**src/rtl/intc_pkg.sv**
```systemverilog
// Package: shared constants for the three-level masking interrupt controller.
// Assumes: priority levels are one bit wide; index 0 is reserved for the
// non-maskable source.
package intc_pkg;

    // Encoding of a source's one-bit priority level.
    typedef enum logic {
        LVL_LOW  = 1'b0,
        LVL_HIGH = 1'b1
    } lvl_e;

    localparam int NMI_INDEX = 0;

    // Returns the number of vector bits needed for a given source count.
    function automatic int vec_bits(input int nsrc);
        return (nsrc <= 2) ? 1 : $clog2(nsrc);
    endfunction

endpackage

```
**src/rtl/intc_src_gate.sv**
```systemverilog
// Module: intc_src_gate
// Purpose: merges request and enable for every maskable source, then applies
// the mask state formed by the CPU bits i_bit and ui_bit to each source's
// level. It produces one eligibility vector for each level.
// Assumes: index 0 belongs to the non-maskable line, so bit 0 of both level
// vectors is always 0, and NMI is reported separately on nmi_elig.
module intc_src_gate
    import intc_pkg::*;
#(
    parameter int N_EXT = 4,
    parameter int N_PER = 4,
    localparam int NSRC = 1 + N_EXT + N_PER
) (
    input  logic             nmi_req,
    input  logic [N_EXT-1:0] ext_req,
    input  logic [N_EXT-1:0] ext_en,
    input  logic [N_EXT-1:0] ext_lvl,
    input  logic [N_PER-1:0] per_req,
    input  logic [N_PER-1:0] per_en,
    input  logic [N_PER-1:0] per_lvl,
    input  logic             i_bit,
    input  logic             ui_bit,
    output logic             nmi_elig,
    output logic [NSRC-1:0]  elig_hi,
    output logic [NSRC-1:0]  elig_lo
);

    logic [NSRC-1:0] raw_req;
    logic [NSRC-1:0] raw_en;
    logic [NSRC-1:0] raw_lvl;
    logic            hi_open;
    logic            lo_open;

    // Mask state: level 0 opens only when i_bit is clear; level 1 opens unless both bits are set.
    always_comb begin
        lo_open = ~i_bit;
        hi_open = ~(i_bit & ui_bit);
    end

    // The non-maskable line bypasses every mask.
    always_comb nmi_elig = nmi_req;

    assign raw_req[NMI_INDEX] = 1'b0;
    assign raw_en[NMI_INDEX]  = 1'b0;
    assign raw_lvl[NMI_INDEX] = LVL_LOW;

    genvar ge;
    generate
        for (ge = 0; ge < N_EXT; ge++) begin : g_ext
            assign raw_req[1+ge] = ext_req[ge];
            assign raw_en[1+ge]  = ext_en[ge];
            assign raw_lvl[1+ge] = ext_lvl[ge];
        end
    endgenerate

    genvar gp;
    generate
        for (gp = 0; gp < N_PER; gp++) begin : g_per
            assign raw_req[1+N_EXT+gp] = per_req[gp];
            assign raw_en[1+N_EXT+gp]  = per_en[gp];
            assign raw_lvl[1+N_EXT+gp] = per_lvl[gp];
        end
    endgenerate

    genvar gs;
    generate
        for (gs = 0; gs < NSRC; gs++) begin : g_elig
            logic live;
            // A source is live only while its request and enable are both high.
            always_comb live = raw_req[gs] & raw_en[gs];
            // Send the live source to its level's vector when that level is open.
            always_comb begin
                elig_hi[gs] = live & (raw_lvl[gs] == LVL_HIGH) & hi_open;
                elig_lo[gs] = live & (raw_lvl[gs] == LVL_LOW)  & lo_open;
            end
        end
    endgenerate

endmodule

```
**src/rtl/intc_prio_pick.sv**
```systemverilog
// Module: intc_prio_pick
// Purpose: chooses one winner from the eligibility vectors. NMI comes first,
// then the lowest set index of the high level, then the lowest set index of
// the low level.
// Assumes: bit 0 of both level vectors is 0, and the vectors come straight
// from intc_src_gate.
module intc_prio_pick
    import intc_pkg::*;
#(
    parameter int NSRC  = 9,
    localparam int VEC_W = vec_bits(NSRC)
) (
    input  logic             clk,
    input  logic             rst_n,
    input  logic             nmi_elig,
    input  logic [NSRC-1:0]  elig_hi,
    input  logic [NSRC-1:0]  elig_lo,
    output logic             grant_vld,
    output logic [VEC_W-1:0] grant_idx
);

    logic             hi_any;
    logic             lo_any;
    logic [VEC_W-1:0] hi_idx;
    logic [VEC_W-1:0] lo_idx;
    logic [NSRC-1:0]  elig_all;

    // Find the lowest set index in each level; the downward scan leaves the lowest one.
    always_comb begin
        hi_idx = '0;
        lo_idx = '0;
        for (int k = NSRC - 1; k >= 0; k--) begin
            if (elig_hi[k]) hi_idx = VEC_W'(k);
            if (elig_lo[k]) lo_idx = VEC_W'(k);
        end
        hi_any = |elig_hi;
        lo_any = |elig_lo;
    end

    // Final selection order: NMI, then the high level, then the low level.
    always_comb begin
        grant_vld = nmi_elig | hi_any | lo_any;
        if (nmi_elig)    grant_idx = VEC_W'(NMI_INDEX);
        else if (hi_any) grant_idx = hi_idx;
        else             grant_idx = lo_idx;
    end

    // Union of both levels, used only by the checks below.
    always_comb elig_all = elig_hi | elig_lo;

    AST_GRANT_IS_ELIGIBLE: assert property (@(posedge clk) disable iff (!rst_n)
        (grant_vld && !nmi_elig) |-> elig_all[grant_idx]);
    AST_HIGH_BEATS_LOW: assert property (@(posedge clk) disable iff (!rst_n)
        (!nmi_elig && (elig_hi != '0)) |-> elig_hi[grant_idx]);
    AST_NMI_FIRST: assert property (@(posedge clk) disable iff (!rst_n)
        nmi_elig |-> (grant_vld && grant_idx == VEC_W'(0)));

endmodule

```
**src/rtl/intc_accept_reg.sv**
```systemverilog
// Module: intc_accept_reg
// Purpose: registers the chosen vector at an instruction boundary and raises
// a one-cycle accept pulse and a one-cycle request to set the mask bit.
// Assumes: synchronous active-low reset; grant inputs are combinational and
// valid in every cycle.
module intc_accept_reg #(
    parameter int VEC_W = 4
) (
    input  logic             clk,
    input  logic             rst_n,
    input  logic             insn_done,
    input  logic             grant_vld,
    input  logic [VEC_W-1:0] grant_idx,
    output logic [VEC_W-1:0] vec_out,
    output logic             accept_pulse,
    output logic             set_i
);

    logic take;

    // Accept only at a boundary with a valid winner.
    always_comb take = insn_done & grant_vld;

    // Vector register: loads on acceptance, otherwise holds.
    always_ff @(posedge clk) begin
        if (!rst_n)    vec_out <= '0;
        else if (take) vec_out <= grant_idx;
    end

    // Pulse registers: high for exactly the cycle after an acceptance.
    always_ff @(posedge clk) begin
        if (!rst_n) begin
            accept_pulse <= 1'b0;
            set_i        <= 1'b0;
        end else begin
            accept_pulse <= take;
            set_i        <= take;
        end
    end

    AST_PULSE_AT_BOUNDARY: assert property (@(posedge clk) disable iff (!rst_n)
        accept_pulse |-> $past(insn_done));
    AST_SETI_TRACKS_PULSE: assert property (@(posedge clk) disable iff (!rst_n)
        set_i |-> $past(grant_vld));
    AST_VEC_HOLD: assert property (@(posedge clk) disable iff (!rst_n)
        !accept_pulse |-> $stable(vec_out));

endmodule

```
**src/rtl/intc_mask3.sv**
```systemverilog
// Module: intc_mask3 (top)
// Purpose: a three-level masking interrupt controller. It joins source
// gating, priority selection and the acceptance register.
// Assumes: all inputs are synchronous to clk; the CPU sets its mask bit in
// response to set_i; source counts are set by N_EXT and N_PER.
module intc_mask3
    import intc_pkg::*;
#(
    parameter int N_EXT = 4,
    parameter int N_PER = 4,
    localparam int NSRC  = 1 + N_EXT + N_PER,
    localparam int VEC_W = vec_bits(NSRC)
) (
    input  logic             clk,
    input  logic             rst_n,
    input  logic             nmi_req,
    input  logic [N_EXT-1:0] ext_req,
    input  logic [N_EXT-1:0] ext_en,
    input  logic [N_EXT-1:0] ext_lvl,
    input  logic [N_PER-1:0] per_req,
    input  logic [N_PER-1:0] per_en,
    input  logic [N_PER-1:0] per_lvl,
    input  logic             i_bit,
    input  logic             ui_bit,
    input  logic             insn_done,
    output logic [VEC_W-1:0] vec_out,
    output logic             accept_pulse,
    output logic             set_i
);

    logic             nmi_elig;
    logic [NSRC-1:0]  elig_hi;
    logic [NSRC-1:0]  elig_lo;
    logic             grant_vld;
    logic [VEC_W-1:0] grant_idx;

    intc_src_gate #(.N_EXT(N_EXT), .N_PER(N_PER)) u_gate (
        .nmi_req  (nmi_req),
        .ext_req  (ext_req),
        .ext_en   (ext_en),
        .ext_lvl  (ext_lvl),
        .per_req  (per_req),
        .per_en   (per_en),
        .per_lvl  (per_lvl),
        .i_bit    (i_bit),
        .ui_bit   (ui_bit),
        .nmi_elig (nmi_elig),
        .elig_hi  (elig_hi),
        .elig_lo  (elig_lo)
    );

    intc_prio_pick #(.NSRC(NSRC)) u_pick (
        .clk       (clk),
        .rst_n     (rst_n),
        .nmi_elig  (nmi_elig),
        .elig_hi   (elig_hi),
        .elig_lo   (elig_lo),
        .grant_vld (grant_vld),
        .grant_idx (grant_idx)
    );

    intc_accept_reg #(.VEC_W(VEC_W)) u_acc (
        .clk          (clk),
        .rst_n        (rst_n),
        .insn_done    (insn_done),
        .grant_vld    (grant_vld),
        .grant_idx    (grant_idx),
        .vec_out      (vec_out),
        .accept_pulse (accept_pulse),
        .set_i        (set_i)
    );

    AST_NMI_ALWAYS_TAKEN: assert property (@(posedge clk) disable iff (!rst_n)
        (nmi_req && insn_done) |=> (accept_pulse && vec_out == VEC_W'(0)));
    AST_FULL_MASK: assert property (@(posedge clk) disable iff (!rst_n)
        (i_bit && ui_bit && !nmi_req) |=> !accept_pulse);
    AST_NO_STROBE_NO_TAKE: assert property (@(posedge clk) disable iff (!rst_n)
        !insn_done |=> (!accept_pulse && !set_i));

endmodule

```
**config.mk**
```make
export PLATFORM = sky130hd
export DESIGN_NAME = intc_mask3
export DESIGN_NICKNAME = d
export VERILOG_FILES = /design/src/rtl/intc_pkg.sv /design/src/rtl/intc_src_gate.sv /design/src/rtl/intc_prio_pick.sv /design/src/rtl/intc_accept_reg.sv /design/src/rtl/intc_mask3.sv
export SDC_FILE = /design/constraint.sdc
export NUM_CORES = 1
export LEC_CHECK = 0
export CAP_MARGIN = 20
export CORE_ASPECT_RATIO = 0.9
export CORE_MARGIN = 1.5
export CORE_UTILIZATION = 35
export CTS_CLUSTER_SIZE = 28
export DETAILED_ROUTE_END_ITERATION = 12
export DONT_BUFFER_PORTS = 1
export GPL_TIMING_DRIVEN = 1
export RECOVER_POWER = 50
export SYNTH_ARGS = -nofsm -noshare
export SYNTH_HDL_FRONTEND = slang
export SYNTH_HIERARCHICAL = 1
export SYNTH_SLANG_ARGS = --single-unit
export TNS_END_PERCENT = 20
```
**constraint.sdc**
```tcl
create_clock -name clk -period 1.7 [get_ports clk]
set_input_delay 0.34 -clock clk [delete_from_list [all_inputs] [get_ports clk]]
set_output_delay 0.34 -clock clk [all_outputs]
set_load 0.05 [all_outputs]
```
Yosys cells after proc, flatten, opt, wreduce, memory -nomap -nowiden
Cells that the tools add are included. Widths: inputs -> output; s select.

Muxes and demuxes: 18. Bitwise logic cells: 54. Reduce and logical (&&, ||, !) cells: 2.

Operator list (number): $mux 4 (18); $and 1x1->1 (42); $reduce_or 8->1 (2); $not 1->1 (10); $or 1x1->1 (2).

Word-level logic and storage cells: 76. Bits in registers: 5. Output and inout bits: 6.

Depth between registers and ports, before layout
Gate-level depths: netlist of run 1.

Word-level depth: 13. Mapped depth: 9. Gate-level depth less buffers: 8.

By module
The synthesis of run 1 kept the hierarchy.

By module, submodules not included: intc_accept_reg (area an instance 203.9 µm², instances 1, cells each 21); intc_src_gate (area an instance 191.4 µm², instances 1, cells each 30); intc_prio_pick (area an instance 190.2 µm², instances 1, cells each 34).

Worst setup path before layout of run 1
No wires, ideal clock.

Path type: input -> register. From: in i_bit. To: reg u_acc.vec_out[0]. Slack: -0.082 ns. Setup time: 0.067 ns. Stages: 8. Required time: 1.633 ns. Path buffers: 1. Arrival time: 1.715 ns. Cells stage by stage: buf_6 -> nand2_4 -> and4_1 -> nor4_1 -> and3_1 -> nand3_1 -> and2_4 -> o21ai_2.

RTL lines: start, declared (RTL line intc_mask3.sv:23) `input logic i_bit,`; $and 1x1->1 (RTL line intc_src_gate.sv:37) `hi_open = ~(i_bit & ui_bit);`; $not 1->1 (RTL line intc_src_gate.sv:37); $and 1x1->1 (RTL line intc_src_gate.sv:73) `elig_hi[gs] = live & (raw_lvl[gs] == LVL_HIGH) & hi_open;`; named net elig_hi[4] (RTL line intc_mask3.sv:32) `logic [NSRC-1:0] elig_hi;`; $reduce_or 8->1 (RTL line intc_prio_pick.sv:36) `hi_any = |elig_hi;`; $or 1x1->1 (2 in a row) (RTL line intc_prio_pick.sv:42) `grant_vld = nmi_elig | hi_any | lo_any;`; named net grant_vld (RTL line intc_mask3.sv:34) `logic grant_vld;`; $and 1x1->1 (RTL line intc_accept_reg.sv:22) `always_comb take = insn_done & grant_vld;`; end signal, assigned (RTL line intc_accept_reg.sv:27) `else if (take) vec_out <= grant_idx;`; end, declared (RTL line intc_accept_reg.sv:14) `output logic [VEC_W-1:0] vec_out,`.

The timed path passes the listed nets, and every way through them passes these cells. A chain may end at the register's enable or synchronous reset.

Final worst setup path of run 1
From: in ext_req[3]. To: reg u_acc.vec_out[3].

RTL lines: start, declared (RTL line intc_mask3.sv:17) `input logic [N_EXT-1:0] ext_req,`; $and 1x1->1 (RTL line intc_src_gate.sv:70) `always_comb live = raw_req[gs] & raw_en[gs];`; $and 1x1->1 (2 in a row) (RTL line intc_src_gate.sv:74) `elig_lo[gs] = live & (raw_lvl[gs] == LVL_LOW) & lo_open;`; named net elig_lo[4] (RTL line intc_mask3.sv:33) `logic [NSRC-1:0] elig_lo;`; $reduce_or 8->1 (RTL line intc_prio_pick.sv:37) `lo_any = |elig_lo;`; $or 1x1->1 (RTL line intc_prio_pick.sv:42); named net grant_vld (RTL line intc_mask3.sv:34); $and 1x1->1 (RTL line intc_accept_reg.sv:22).

The timed path passes the listed nets, and every way through them passes these cells.

==> results.md, run 1 <==
- Final hold violation count: 0
- Final period util: 90.5%
- Core footprint: 0.00150 mm²
- Post-DP HPWL: 1170 µm
- Wire per inst: 12.1 µm
- Fraction of layout cells with a size suffix above 1: 29.0%
- Fillers: 160
- Crit path cell chain: nand2_1 > nor3_4 > or4_4 > nor3b_2 > nand3_2 > and2_4 > o21ai_2
- Main flop type after synthesis: dfxtp_1
- CTS Buffer Depth: 2
- Yosys warns: 6
- Top cells by count, synth: 13 x nand2_1, 10 x nor3_1, 7 x a21oi_1, 7 x and4_1, 7 x nor2_1
- Critical path peak fanout: 6
- Iter 0 DRT Violations: 27
- Post-CTS setup buffers: 0
- Synth cell types: 26
- Initial Utilization: 39.1%
- Largest net degree at the start of global routing: 10
- Root buffer cell: clkbuf_4
- Finished Layout Cells: 115
- Drt first pass iters: 4
- Worst EP required: 1.88 ns
- Area grow syn2layout: 18.6%
- Post-synth EDFFs: 0
- Routability Congestion: 0.792
- Most instantiated library cell after synthesis: nand2_1
- Outcome: finished clean
- Vias per cell: 5.32
- Die Ht: 41.8 µm
- Multi-input gate area: 460 µm²
- Total grt overflow: 0
- CTS Hold Bufs: 0
- Cells after synthesis: 85
- Tot GR Track Use: 15.9%
- Hold Crit Class: in2reg
- Skew final: 0 ns
- Post-Syn Area per Cell: 6.89 µm²
- Sinks on Clock Net: 5
- Clk_lat worst skew: 0.25 ns
- Nets: 124
- LEAKAGE: 0.000255 µW
- PD cells: 538 mW/mm²
- CTS resizes: 0
- H-Tree Depth: 1
- DRC violations left: 0
- RSZ-0062 raised after global routing: no
- Top cells by area, synth: dfxtp_1 17%, and4_1 10%, nor3_1 8.5%, nand2_1 8.3%, a21oi_1 6.0%
- Initial antenna violation count: 0
- CTS tree: done
- Slowest cell on crit path: or4_4
- First-pass GRT wire length: 2300 µm
- Worst-Margin Slew: 0.540 ns
- Placed Instances: 111
- Final Max Slew Viols: 0
- Max cap viols: 0
- Vias in the first global route: 537
- Critical Path Sink Type: register
- CP Launch Type: primary input
- Num rows: 13
- Antenna-violating nets left: 0
- Worst r2r path cells: 2
- Crit path time final: 1.54 ns
- Final WL: 1390 µm
- Vias: 612
- WP data arrival: 1.72 ns
- Num CTS Buffers: 3
- Post-Syn Area: 586 µm²
- Fmax achieved: 0.650 GHz
- Total Power: 373 µW
- FF+latch area: 100 µm²
- Delay of the slowest critical-path stage: 0.53 ns
- Worst slew margin: 64.2%
- Yosys top cell by area: dfxtp_1
- Final setup fails: 0
- Register area share after synthesis: 17.1%
- Kind of critical path: in2reg
- IO Port Bufs: 0
- Asr flop ratio synth: 0%
- Clk slew on worst S/H paths: 0.05 ns
- Final antenna diode count: 0
- FF+latch count, synth: 5
- Hold Path Stages: 2
- Ports: 36
- Die W: 46.1 µm
- Die area: 0.00193 mm²
- Synth top area share: 17.1%
- Maximum vdd drop: 314 µV
- Hold slack: 0.251 ns
==> state kept, by name (all words and copies together) (netlist names) <==
name,flops
u_acc/vec_out,4
u_acc/set_i,1
==> where the power goes <==
part,switching (µW),internal (µW)
Combinational,53.8,46.5
Clock,55.0,89.2
Sequential,8.07,121
==> metrics by stage <==
stage               setup slack [ns]  utilization [%]  TNS (ns)  instance area [µm²]
global route                  0.0809             46.4         0                  694
floorplan                    -0.0244                -   -0.0974                  631
global placement             -0.0470             44.8    -0.183                  671
detailed placement           -0.0884             44.8    -0.362                  671
finish                         0.162             46.4         0                  694
CTS                            0.163             46.6         0                  697
==> worst paths after layout <==
path | startpoint | to | slack (ns)
max | ext_req[3] | u_acc/vec_out[3] | 0.16
min | rst_n | u_acc/vec_out[1] | 0.25
max reg2reg | u_acc/vec_out[0] | u_acc/vec_out[0] | 0.72
min reg2reg | u_acc/vec_out[2] | u_acc/vec_out[2] | 0.72
==> cell type report <==
| type | instances | share of cell area, % |
|---|---|---|
| clock buffer | 4 | 3.78 |
| inverter | 4 | 2.16 |
| multi-input combinational | 71 | 66.3 |
| sequential | 5 | 14.4 |
| tap | 22 | 3.96 |
| timing repair buffer | 9 | 9.37 |
==> logic make-up after synthesis <==
logic type	Yosys count	synth area share [%]
AND/OR/NAND/NOR	52	51.7
AO/OA/AOI/OAI	17	20.1
buffers and inverters	10	10.5
flip-flops	5	17.1
other	1	0.640
==> routing by layer <==
| metal | part of all wire, % | up-vias | global-route usage (%) | wire, µm |
|---|---|---|---|---|
| li1 | - | 325 | - | - |
| met1 | 51 | 265 | 25.1 | 709 |
| met2 | 41 | 22 | 20.0 | 573 |
| met3 | 7.9 | 0 | 6.96 | 110 |
| met4 | 0 | 0 | 1.71 | 0 |
| met5 | 0 | - | 0 | 0 |
==> critical path, delay by kind of cell <==
kind / cells / cell delay [ns]
and+or+nand+nor: 6 / 1.27
AOI/OAI and AO/OA: 1 / 0.10
==> cells in the final DEF, fill, tap and decap left out, drive strengths merged <==
master,instances
nand3,2
dfxtp,5
a21oi,7
nor4,1
buf,8
inv,4
clkbuf,5
nor2,7
a32o,2
nand2,14
conb,2
and4,8
and2,1
o21ai,5
and3,2
o31ai,3
nand4,4
nor3b,1
or4,1
nor3,10
nor2b,1
No activity file was read; power rests on OpenSTA's default activity.
==> run 2: changes to the inputs <==
- ABC_CLOCK_PERIOD_IN_PS: not set -> 1700
- CORE_AREA: not set -> 2 2 39 41
- CORE_ASPECT_RATIO: 0.9 -> not set
- CORE_MARGIN: 1.5 -> not set
- CORE_UTILIZATION: 35 -> not set
- DIE_AREA: not set -> 0 0 41 43
==> run 2 against run 1 <==
- non-clock buffer count unchanged
- global-route usage rose by 2.2 points
- combinational power about the same
- flip-flop and latch count stayed put
- wire length hardly changed
- die area decreased by 8.6%
- first-iteration DRC count is 56% lower
- via count grew 2.6%
- hold slack improved by 0.0023 ns
- clock power about the same
- critical path type unchanged
- largest cell class unchanged
==> results.md, run 2 (same netlist as run 1, synthesis figures left out) <==
- Slowest cell on crit path: or4_4
- Largest regs: u_acc/vec_out x4, u_acc/set_i x1
- Largest net degree at the start of global routing: 10
- Initial Utilization: 42.3%
- Num CTS Buffers: 3
- Outcome: finished clean
- CTS Hold Bufs: 0
- Critical Path Sink Type: register
- Max cap viols: 0
- Ports: 36
- Initial antenna violation count: 0
- Hold slack: 0.253 ns
- Root buffer cell: clkbuf_4
- Post-Place Setup Slack: -0.0792 ns
- Antenna-violating nets left: 0
- Drt first pass iters: 4
- Worst path bufs/invs: 0
- PD cells: 537 mW/mm²
- Crit path time final: 1.54 ns
- Most frequent cells in the layout: 13 x nand2_1, 8 x buf_4
- Fraction of layout cells with a size suffix above 1: 29.0%
- Post-DP HPWL: 1140 µm
- Core Util, Final: 49.6%
- First-pass GRT wire length: 2230 µm
- Int Power: 254 µW
- Most common cell after layout, fill and taps aside: nand2_1
- WP data arrival: 1.72 ns
- Most flops, register: u_acc/vec_out
- Worst Min Path Start: rst_n
- Hold Crit Class: in2reg
- Vias per cell: 5.76
- Num rows: 14
- Vias: 628
- Die area: 0.00176 mm²
- Die W: 41 µm
- Area grow syn2layout: 17.3%
- CTS Buffer Depth: 2
- IO Port Bufs: 0
- Clk slew on worst S/H paths: 0.04 ns
- Net switching power: 114 µW
- CTS tree: done
- LEAKAGE: 0.000256 µW
- Final WL: 1400 µm
- Core footprint: 0.00138 mm²
- Iter 0 DRT Violations: 12
- Top Family by Delay on Critical Path: simple AND/OR/NAND/NOR gates
- Worst slew margin: 64.3%
- Setup TNS: 0 ns
- Routability Congestion: 0.754
- Total grt overflow: 0
- Final hold violation count: 0
- Die Ht: 43 µm
- CTS resizes: 0
- Net Sw Frac: 31.0%
- Hold Crit Endpoint: u_acc/vec_out[3]
- Capturing point of the worst reg2reg path: u_acc/vec_out[1]
- RSZ-0062 raised after global routing: no
- Max reg flops: 4
- Worst-Margin Slew: 0.537 ns
- Comb power frac: 26.5%
- Nets: 124
- Final period util: 90.6%
- DRC violations left: 0
- Hold Path Stages: 2
- Post-CTS setup buffers: 0
- Sequential Power Share: 35.0%
- Skew final: 0 ns
- Crit path cell chain: nand2_1 > nor3_4 > or4_4 > nor3b_2 > nand3_2 > and2_4 > o21ai_2
- Kind of critical path: in2reg
- Sinks on Clock Net: 5
- Delay of the slowest critical-path stage: 0.53 ns
- Final antenna diode count: 0
- Final setup fails: 0
- Clk network pwr share: 38.5%
- Critical path peak fanout: 6
- Worst EP required: 1.88 ns
- Wire per inst: 12.8 µm
- Worst r2r src: u_acc/vec_out[1]
- Vias in the first global route: 543
- Fmax achieved: 0.649 GHz
- Clk_lat worst skew: 0.25 ns
- Final Max Slew Viols: 0
- R2R Setup Slk: 0.72 ns
- Fillers: 144
- H-Tree Depth: 1
- CP Launch Type: primary input
- Maximum vdd drop: 355 µV
- Tot GR Track Use: 18.1%
- Worst r2r path cells: 2
- PnR worst setup slack: 0.160 ns
[run 2: cell counts in the layout (fill, tap and decap cells not counted)]
No cell type changed its count.
[run 2: power groups by stage]
stage	Clock [µW]	Sequential, µW	Combinational (µW)
global route	154	129	108
CTS	146	129	98.5
global placement	0	131	97.4
finish	142	129	97.6
detailed placement	0	131	98.2
floorplan	0	136	88.2
[run 2: worst reg2reg max path: stages (launching register included)]
cell     delay (ns)
dfxtp_1        0.63
nand2_1        0.13
o21ai_2        0.15
[run 2: layer usage]
layer  up-vias  track usage [%]  part of all wire, %
li1        325                -                    -
met1       269             26.1                   45
met2        34             25.0                   44
met3         0             6.81                   10
met4         0             4.00                    0
met5         -                0                    0
[run 2: final cells by class]
type | count | area (µm²) | share of cell area, %
Multi-Input combinational cell | 71 | 460 | 67.0
Sequential cell | 5 | 100 | 14.6
Timing Repair Buffer | 9 | 65.1 | 9.47
Clock buffer | 4 | 26.3 | 3.83
Tap cell | 16 | 20.0 | 2.91
Inverter | 4 | 15.0 | 2.19
[run 2: worst max path at each step]
| stage | startpoint | endpoint | depth (start not counted) |
|---|---|---|---|
| after global routing | i_bit | u_acc/vec_out[3] | 7 |
| after CTS | ext_req[3] | u_acc/vec_out[1] | 7 |
| after detailed placement | ext_req[3] | u_acc/vec_out[3] | 7 |
| after global placement | ext_req[3] | u_acc/vec_out[1] | 7 |
| after floorplan | i_bit | u_acc/vec_out[0] | 7 |
| final | ext_req[3] | u_acc/vec_out[1] | 7 |
[run 2: through the flow]
stage / area (µm²) / instances / power (µW)
floorplan: 631 / 86 / 224
global placement: 663 / 105 / 229
detailed placement: 663 / 105 / 229
CTS: 689 / 109 / 373
global route: 687 / 109 / 391
finish: 687 / 109 / 369
